<file path="config.mk">
export PLATFORM = sky130hd
export DESIGN_NAME = pwm_pair_timer
export DESIGN_NICKNAME = d
export VERILOG_FILES = /design/src/rtl/pwm_pair_pkg.sv /design/src/rtl/pwm_pair_dp.sv /design/src/rtl/pwm_pair_ctrl.sv /design/src/rtl/pwm_pair_timer.sv
export SDC_FILE = /design/constraint.sdc
export NUM_CORES = 1
export LEC_CHECK = 0
export CORE_MARGIN = 10
export CORE_UTILIZATION = 45
export CTS_CLUSTER_SIZE = 20
export DETAILED_ROUTE_END_ITERATION = 7
export MAX_ROUTING_LAYER = met4
export PLACE_DENSITY = 0.66
export RECOVER_POWER = 50
export SYNTH_ARGS = -nofsm -noshare
export SYNTH_HDL_FRONTEND = slang
export SYNTH_SLANG_ARGS = --single-unit
</file>
<file path="constraint.sdc">
create_clock -name clk -period 4.7 [get_ports clk]
set_input_delay 1.41 -clock clk [delete_from_list [all_inputs] [get_ports clk]]
set_output_delay 1.41 -clock clk [all_outputs]
set_load 0.01 [all_outputs]
</file>
<file path="src/rtl/pwm_pair_pkg.sv">
package pwm_pair_pkg;

  localparam int NUM_CH = 2;

  localparam logic [2:0] ADDR_TCTRL = 3'd0;
  localparam logic [2:0] ADDR_MOD   = 3'd1;
  localparam logic [2:0] ADDR_CTL0  = 3'd2;
  localparam logic [2:0] ADDR_CMP0  = 3'd4;

  localparam int TC_STOP = 0;
  localparam int TC_OIE  = 1;
  localparam int TC_OF   = 2;

  localparam int CC_MODE_LO = 0;
  localparam int CC_MODE_HI = 1;
  localparam int CC_ACT_LO  = 2;
  localparam int CC_ACT_HI  = 3;
  localparam int CC_TOV     = 4;
  localparam int CC_MAX     = 5;
  localparam int CC_IE      = 6;
  localparam int CC_FLAG    = 7;

  typedef struct packed {
    logic              run;
    logic [NUM_CH-1:0] chEn;
    logic [NUM_CH-1:0] actHi;
    logic [NUM_CH-1:0] actLo;
    logic [NUM_CH-1:0] tovEn;
    logic [NUM_CH-1:0] forceMax;
  } dpStrobe_t;

  typedef struct packed {
    logic              ovf;
    logic [NUM_CH-1:0] match;
  } dpEvent_t;

endpackage

</file>
<file path="src/rtl/pwm_pair_dp.sv">
module pwm_pair_dp
  import pwm_pair_pkg::*;
#(
  parameter int CNT_W = 16
) (
  input  logic                          clk,
  input  logic                          rstN,
  input  dpStrobe_t                     strb,
  input  logic [CNT_W-1:0]              modVal,
  input  logic [NUM_CH-1:0][CNT_W-1:0]  cmpEff,
  output dpEvent_t                      evt,
  output logic [NUM_CH-1:0]             pinOut
);

  logic [CNT_W-1:0] cnt;
  logic             atMod;

  assign atMod = (cnt == modVal);

  always_ff @(posedge clk or negedge rstN) begin
    if (!rstN) begin
      cnt <= '0;
    end else if (strb.run) begin
      cnt <= atMod ? '0 : cnt + 1'b1;
    end
  end

  always_comb begin
    evt.ovf = strb.run && atMod;
    for (int i = 0; i < NUM_CH; i++) begin
      evt.match[i] = strb.run && strb.chEn[i] && (cnt == cmpEff[i]);
    end
  end

  AST_STOP_FREEZE: assert property (@(posedge clk) disable iff (!rstN)
    !strb.run |=> $stable(cnt));

  for (genvar g = 0; g < NUM_CH; g++) begin : gPin
    logic pin;
    logic zeroCfg;
    logic fullCfg;

    always_ff @(posedge clk or negedge rstN) begin
      if (!rstN) begin
        pin <= 1'b0;
      end else if (!strb.chEn[g]) begin
        pin <= 1'b0;
      end else if (strb.forceMax[g] && strb.tovEn[g]) begin
        pin <= ~strb.actLo[g];
      end else if (evt.match[g]) begin
        case ({strb.actHi[g], strb.actLo[g]})
          2'b01:   pin <= ~pin;
          2'b10:   pin <= 1'b0;
          2'b11:   pin <= 1'b1;
          default: pin <= pin;
        endcase
      end else if (evt.ovf && strb.tovEn[g]) begin
        pin <= ~pin;
      end
    end

    assign pinOut[g] = pin;

    assign zeroCfg = strb.chEn[g] && !strb.tovEn[g] && !strb.forceMax[g]
                     && strb.actHi[g] && !strb.actLo[g];
    assign fullCfg = strb.chEn[g] && strb.tovEn[g] && strb.forceMax[g];

    AST_ZERO_DUTY: assert property (@(posedge clk) disable iff (!rstN)
      (zeroCfg && $past(zeroCfg) && !$past(pin)) |-> !pin);

    AST_FULL_DUTY: assert property (@(posedge clk) disable iff (!rstN)
      (fullCfg && $past(fullCfg) && $stable(strb.actLo[g]))
        |-> (pin == !strb.actLo[g]));
  end

endmodule

</file>
<file path="src/rtl/pwm_pair_ctrl.sv">
module pwm_pair_ctrl
  import pwm_pair_pkg::*;
#(
  parameter int CNT_W = 16
) (
  input  logic                          clk,
  input  logic                          rstN,
  input  logic                          wrEn,
  input  logic [2:0]                    wrAddr,
  input  logic [CNT_W-1:0]              wrData,
  input  dpEvent_t                      evt,
  output dpStrobe_t                     strb,
  output logic [CNT_W-1:0]              modVal,
  output logic [NUM_CH-1:0][CNT_W-1:0]  cmpEff,
  output logic                          ovfIrq,
  output logic [NUM_CH-1:0]             chIrq
);

  logic stopBit, ovfIe, ovfFlag;
  logic tcWr, modWr;
  logic [NUM_CH-1:0][CNT_W-1:0] cmpReg;
  logic [NUM_CH-1:0][1:0] chMode, chAct;
  logic [NUM_CH-1:0] chTov, chMax, chIe, chFlag, ctlWr, cmpWr;
  logic activeSel, swapPend, linked, inactiveWr;

  assign tcWr  = wrEn && (wrAddr == ADDR_TCTRL);
  assign modWr = wrEn && (wrAddr == ADDR_MOD);

  always_ff @(posedge clk or negedge rstN) begin
    if (!rstN) begin
      stopBit <= 1'b1;
      ovfIe   <= 1'b0;
      ovfFlag <= 1'b0;
      modVal  <= '1;
    end else begin
      if (tcWr) begin
        stopBit <= wrData[TC_STOP];
        ovfIe   <= wrData[TC_OIE];
      end
      if (modWr) modVal <= wrData;
      ovfFlag <= evt.ovf | (ovfFlag & ~(tcWr & wrData[TC_OF]));
    end
  end

  AST_OVF_SET_WINS: assert property (@(posedge clk) disable iff (!rstN)
    evt.ovf |=> ovfFlag);

  for (genvar g = 0; g < NUM_CH; g++) begin : gChan
    assign ctlWr[g] = wrEn && (wrAddr == (ADDR_CTL0 + 3'(g)));
    assign cmpWr[g] = wrEn && (wrAddr == (ADDR_CMP0 + 3'(g)));

    always_ff @(posedge clk or negedge rstN) begin
      if (!rstN) begin
        chMode[g] <= 2'b00;
        chAct[g]  <= 2'b00;
        chTov[g]  <= 1'b0;
        chMax[g]  <= 1'b0;
        chIe[g]   <= 1'b0;
        chFlag[g] <= 1'b0;
        cmpReg[g] <= '0;
      end else begin
        if (ctlWr[g]) begin
          chMode[g] <= {wrData[CC_MODE_HI], wrData[CC_MODE_LO]};
          chAct[g]  <= {wrData[CC_ACT_HI], wrData[CC_ACT_LO]};
          chTov[g]  <= wrData[CC_TOV];
          chMax[g]  <= wrData[CC_MAX];
          chIe[g]   <= wrData[CC_IE];
        end
        if (cmpWr[g]) cmpReg[g] <= wrData;
        chFlag[g] <= evt.match[g] | (chFlag[g] & ~(ctlWr[g] & wrData[CC_FLAG]));
      end
    end

    assign chIrq[g] = chFlag[g] & chIe[g];

    AST_CH_FLAG_SET: assert property (@(posedge clk) disable iff (!rstN)
      evt.match[g] |=> chFlag[g]);
  end

  // Channel 0's high mode bit decides linking regardless of the low bit.
  assign linked     = chMode[0][1];
  assign inactiveWr = activeSel ? cmpWr[0] : cmpWr[1];

  always_ff @(posedge clk or negedge rstN) begin
    if (!rstN) begin
      activeSel <= 1'b0;
      swapPend  <= 1'b0;
    end else if (!linked) begin
      activeSel <= 1'b0;
      swapPend  <= 1'b0;
    end else if (evt.ovf && swapPend) begin
      activeSel <= ~activeSel;
      swapPend  <= 1'b0;
    end else if (inactiveWr) begin
      swapPend  <= 1'b1;
    end
  end

  AST_SWAP_AT_OVF: assert property (@(posedge clk) disable iff (!rstN)
    (linked && $past(linked) && (activeSel != $past(activeSel)))
      |-> $past(evt.ovf));

  AST_ODD_FLAG_QUIET: assert property (@(posedge clk) disable iff (!rstN)
    (linked && $past(linked) && !$past(chFlag[1])) |-> !chFlag[1]);

  always_comb begin
    strb.run      = !stopBit;
    strb.chEn[0]  = |chMode[0];
    strb.chEn[1]  = (|chMode[1]) && !linked;
    strb.actHi    = {chAct[1][1], chAct[0][1]};
    strb.actLo    = {chAct[1][0], chAct[0][0]};
    strb.tovEn    = chTov;
    strb.forceMax = chMax;
    cmpEff[0]     = (linked && activeSel) ? cmpReg[1] : cmpReg[0];
    cmpEff[1]     = cmpReg[1];
  end

  assign ovfIrq = ovfFlag & ovfIe;

endmodule

</file>
<file path="src/rtl/pwm_pair_timer.sv">
module pwm_pair_timer
  import pwm_pair_pkg::*;
#(
  parameter int CNT_W = 16
) (
  input  logic             clk,
  input  logic             rstN,
  input  logic             wrEn,
  input  logic [2:0]       wrAddr,
  input  logic [CNT_W-1:0] wrData,
  output logic [1:0]       pwmOut,
  output logic             ovfIrq,
  output logic [1:0]       chIrq
);

  dpStrobe_t                    strb;
  dpEvent_t                     evt;
  logic [CNT_W-1:0]             modVal;
  logic [NUM_CH-1:0][CNT_W-1:0] cmpEff;

  pwm_pair_ctrl #(.CNT_W(CNT_W)) uCtrl (
    .clk    (clk),
    .rstN   (rstN),
    .wrEn   (wrEn),
    .wrAddr (wrAddr),
    .wrData (wrData),
    .evt    (evt),
    .strb   (strb),
    .modVal (modVal),
    .cmpEff (cmpEff),
    .ovfIrq (ovfIrq),
    .chIrq  (chIrq)
  );

  pwm_pair_dp #(.CNT_W(CNT_W)) uDp (
    .clk    (clk),
    .rstN   (rstN),
    .strb   (strb),
    .modVal (modVal),
    .cmpEff (cmpEff),
    .evt    (evt),
    .pinOut (pwmOut)
  );

endmodule

</file>
== Word-level counts from Yosys, hierarchy flattened ==
Index checks and enable logic that the tools add are counted.
Widths: inputs -> output; s select.

* Reduce and logical (&&, ||, !) cells: 25
* Equal/unequal tests: 20
* Mux-type cells: 18
* Add/sub/neg operators: 1
* Bitwise operators: 20

{| class="wikitable"
|+ Operator list
! operator !! count
|-
| $eq 16x16->1 || 3
|-
| $mux 16 || 2
|-
| $logic_and 1x1->1 || 18
|-
| $add 16x1->16 const B || 1
|-
| $mux 1 || 14
|-
| $ne 6x6->1 const B || 2
|-
| $and 1x1->1 || 9
|-
| $eq 2x2->1 const B || 4
|-
| $ne 4x4->1 const B || 2
|-
| $not 1->1 || 8
|-
| $eq 3x2->1 const B || 2
|-
| $eq 3x3->1 const B || 2
|-
| $pmux 1 s3 || 2
|-
| $eq 2x1->1 const B || 2
|-
| $reduce_and 2->1 || 2
|-
| $reduce_or 2->1 || 2
|-
| $eq 3x1->1 const B || 1
|-
| $logic_not 3->1 || 1
|-
| $ne 3x3->1 const B || 1
|-
| $or 1x1->1 || 3
|-
| $logic_not 1->1 || 2
|-
| $ne 2x2->1 const B || 1
|}

* Word-level logic and storage cells: 107
* Input port bits: 22
* Flip-flop bits (word level): 87

== Longest topological paths before layout ==
* Word-level depth: 7
* Depth in mapped cells: 7
* Gate-level depth less buffers: 6

== Modules after synthesis ==
From an unflattened synthesis, not the netlist that was laid out.

* Cells, all modules: 418
* Area total of the unflattened synthesis: 4892.2 um^2

{| class="wikitable"
|+ By module, submodules not included
! module !! cells an instance !! instances !! area an instance (um^2)
|-
| pwm_pair_ctrl || 204 || 1 || 3079.2
|-
| pwm_pair_dp || 214 || 1 || 1813.0
|}

== Worst setup path before layout ==
Ideal clock, no wire load.

* Path type: in2reg
* From: in wrAddr[2]
* To: reg uCtrl.cmpReg[10] (netlist name)
* Data arrival time: 2696 ps
* Setup slack: 1880 ps
* Stages on the path: 4
* Cell sequence: clkbuf_1 nor3b_2 buf_2 mux2_2

* Longest elaborated chain between the ends: 2

{| class="wikitable"
|+ Ends and longest elaborated chain
! element !! line !! source
|-
| start, declared || pwm_pair_timer.sv:9 || <nowiki>input logic [2:0] wrAddr,</nowiki>
|-
| $eq 3x3->1 || pwm_pair_ctrl.sv:50 || <nowiki>assign cmpWr[g] = wrEn && (wrAddr == (ADDR_CMP0 + 3'(g)));</nowiki>
|-
| $logic_and 1x1->1 || pwm_pair_ctrl.sv:50 ||
|-
| end signal, assigned by index || pwm_pair_ctrl.sv:69 || <nowiki>if (cmpWr[g]) cmpReg[g] <= wrData;</nowiki>
|-
| end, declared || pwm_pair_ctrl.sv:21 || <nowiki>logic [NUM_CH-1:0][CNT_W-1:0] cmpReg;</nowiki>
|}

Every way passes these cells.
A chain may end at the register's enable or synchronous reset.

== Final worst setup path ==
* From: in wrAddr[1]
* To: reg uCtrl.cmpReg (netlist bit uCtrl.cmpEff[31])

The elaborated chain is that of the path after synthesis.

==> results.sh <==
export IMPL_cts_buffers=9
export IMPL_clock_sinks=87
export IMPL_vias=2971
export IMPL_worst_pin_slew_ps=1590
export IMPL_rsz0062_at_grt="no"
export IMPL_endpoint_kind="flop"
export IMPL_yosysSeqAreaShare_pct=48.9
export IMPL_grt_pass1_wl_mm=16.2
export IMPL_grt_max_degree=65
export IMPL_routed_wl_mm=9.97
export IMPL_final_util_pct=51.5
export IMPL_cts_tree="built"
export IMPL_ys_ff_latch=87
export IMPL_routed_via_density=5.31
export IMPL_p_per_area_mw_per_mm2=435
export IMPL_yosys_warnings=0
export IMPL_power_total_w=0.00219
export IMPL_stdcell_area_mm2=0.00504
export IMPL_yosysUniqueCellTypes=52
export IMPL_antenna_cells=0
export IMPL_die_w_um=120
export IMPL_drt_wirelength_per_cell_um=17.8
export IMPL_setup_violations=0
export IMPL_hold_start="uCtrl.ovfFlag$_DFF_PN0_"
export IMPL_drtIter0Drc=160
export IMPL_synth_nets=428
export IMPL_dieArea_mm2=0.0144
export IMPL_root_buffer="clkbuf_8"
export IMPL_grt_usage_pct=14.6
export IMPL_antenna_found_initial=0
export IMPL_areaGrowthSynthToFinish_pct=12.0
export IMPL_layout_commonest_cell="dfrtp_1"
export IMPL_grt_pass1_vias=2960
export IMPL_dpl_cell_area_mm2=0.00482
export IMPL_numPortBuffers=26
export IMPL_setup_tns_final_ps=0
export IMPL_violations="max-capacitance violations, max-slew violations"
export IMPL_vdd_drop_max_mv=0.177
export IMPL_r2r_end="uDp.gPin[0].pin$_DFFE_PN0P_"
export IMPL_hold_class="reg -> reg"
export IMPL_n_fill_cell=865
export IMPL_htree_levels=3
export IMPL_syn_area_mm2=0.00450
export IMPL_drive_gt1_share_pct=23.5
export IMPL_cts_max_path_buffers=2
export IMPL_hold_buffers=0
export IMPL_regArea_mm2=0.00220
export IMPL_cts_setup_buffers=0
export IMPL_layout_min_cycle_time_ps=3310
export IMPL_min_to="uCtrl.ovfFlag$_DFF_PN0_"
export IMPL_netlist_instances=405
export IMPL_syn_avg_cell_area_um2=11.1
export IMPL_timing_rr_start="uDp.cnt[8]$_DFFE_PN0N_"
export IMPL_fin_worst_skew_ps=13.0
export IMPL_die_y_um=120
export IMPL_required_ps=4940
export IMPL_drt_antenna_violating_nets=0
export IMPL_fmax_mhz=302
export IMPL_synth_edf_count=0
export IMPL_hold_path_cell_count=1
export IMPL_critPathLaunchType="input pin"
export IMPL_drc=0
export IMPL_dp_cells=543
export IMPL_place_gp_congestion=0.856
export IMPL_cts_resized=0
export IMPL_ios=27
export IMPL_initial_core_util_pct=46.0
export IMPL_hpwl_mm=7.18
export IMPL_num_rows=36
export IMPL_final_nets=444
export IMPL_core_area_mm2=0.00977
export IMPL_synthArstFlopShare_pct=100
export IMPL_worst_skew_pair_late_latency_ps=360
export IMPL_rrSetupSlack_ps=1990
export IMPL_multi_input_comb_area_mm2=0.00212
export IMPL_p_leak_nw=2.08
export IMPL_final_cell_mix="dfrtp_1 (70), mux2_2 (54), nand2_1 (44)"
export IMPL_crit_type="in -> reg"
export IMPL_timing_final_crit_share_pct=70.4
export IMPL_synthFlopType="dfrtp_1"
export IMPL_hold_viol_final=0
export IMPL_status="complete, but fails checks"
export IMPL_critical_path_peak_fanout=17
export IMPL_drt_pass1_iterations=4
export IMPL_overflow=0
export IMPL_slew_headroom_pct=-6.19
export IMPL_clk_pin_slew_ps=90
export IMPL_drv_cap=1
export IMPL_slew_viol_final=65
export IMPL_critical_path_arrival_ps=3550
export IMPL_final_cells=559
export IMPL_r2r_cells=6
[synthesized netlist by cell type (2+ instances only)]
library cell   n  area, µm²
nor3b_2        3       37.5
o21ai_0       13       65.1
and2_1         9       56.3
o2111ai_1      3       26.3
mux2_2        54        608
nand4_1        5       31.3
a21oi_1       10       50.1
nor2_1        18       67.6
buf_4          3       22.5
nand3_1        8       40.0
a21o_1         4       30.0
o31ai_1        2       15.0
or3_1          5       31.3
nand4b_1       3       26.3
mux2i_1        7       70.1
inv_1         10       37.5
mux2_1         3       33.8
nor4_1         3       18.8
nand2b_1       3       18.8
o21ai_1        2       10.0
buf_6          2       22.5
clkbuf_1      10       37.5
nor4_2         3       37.5
dfrtp_1       70       1750
buf_2         10       50.1
nor2b_1        4       25.0
xnor2_1       22        193
nand2_1       44        165
xor2_1        28        245
dfstp_2       17        447
nor3_1         6       30.0
[how the worst max path moves through the flow]
stage / startpoint / to / slack (ps)
global route: rstN / uCtrl.cmpEff[27]$_DFFE_PN0P_ / 920
CTS: wrAddr[1] / uCtrl.cmpEff[31]$_DFFE_PN0P_ / 1370
detailed placement: wrAddr[1] / uCtrl.cmpEff[21]$_DFFE_PN0P_ / 1000
global placement: wrAddr[1] / uCtrl.swapPend$_DFFE_PN0P_ / 1080
finish: wrAddr[1] / uCtrl.cmpEff[31]$_DFFE_PN0P_ / 1390
floorplan: wrAddr[2] / uCtrl.cmpReg[10]$_DFFE_PN0P_ / 1880
[metrics by stage]
| stage | worst slack [ps] | hold slack [ps] |
|---|---|---|
| after floorplan | 1880 | 429 |
| after global placement | 1080 | 450 |
| after detailed placement | 997 | 462 |
| after CTS | 1370 | 483 |
| after global routing | 921 | 494 |
| final | 1390 | 483 |
[state kept, by name, summed over array words and instances, names as in the netlist]
name and count:
uCtrl.chMode 4, uCtrl.stopBit 1, uDp.gPin.pin 2, uCtrl.modVal 16
uCtrl.cmpReg 16, uCtrl.swapPend 1, uDp.cnt 16, uCtrl.activeSel 1
uCtrl.cmpEff 16, uCtrl.chIe 2, uCtrl.ovfFlag 1, uCtrl.strb 8
uCtrl.chFlag 2, uCtrl.ovfIe 1
[layer usage]
layer	part of all wire (%)	global-route usage, %	up-vias
met3	2.5	2.20	12
li1	-	-	1436
met4	1.6	4.68	0
met2	48	22.3	45
met5	0	-	-
met1	48	19.5	1478
[where the power goes]
group,switching [W],leakage (nW),total (W),internal [W]
clock network,0.000278,0.109,0.000595,0.000317
logic,0.000230,0.911,0.000494,0.000264
registers,0.000178,1.06,0.00110,0.000923
[final cells by class]
type,count,share of cell area (%)
Timing Repair Buffer,30,5.59
Tap cell,133,3.30
Inverter,10,0.745
Sequential cell,87,43.6
Multi-Input combinational cell,283,42.2
Clock inverter,6,1.84
Clock buffer,10,2.73
[cells by family after synthesis]
group	Yosys count	share of synthesized area, %
AOI/OAI and AO/OA	48	7.12
xor gates and xnor gates	50	9.73
adders and majority gates	1	0.278
buffers and inverters	35	3.78
DFF	87	48.9
muxes	64	15.8
and+or+nand+nor	120	14.4
[worst max-delay path, cell delays in order]
cell	delay [ps]
clkdlybuf4s50_1	500
nand4b_1	1000
mux2_2	630
No activity file was read; power rests on OpenSTA's default activity.
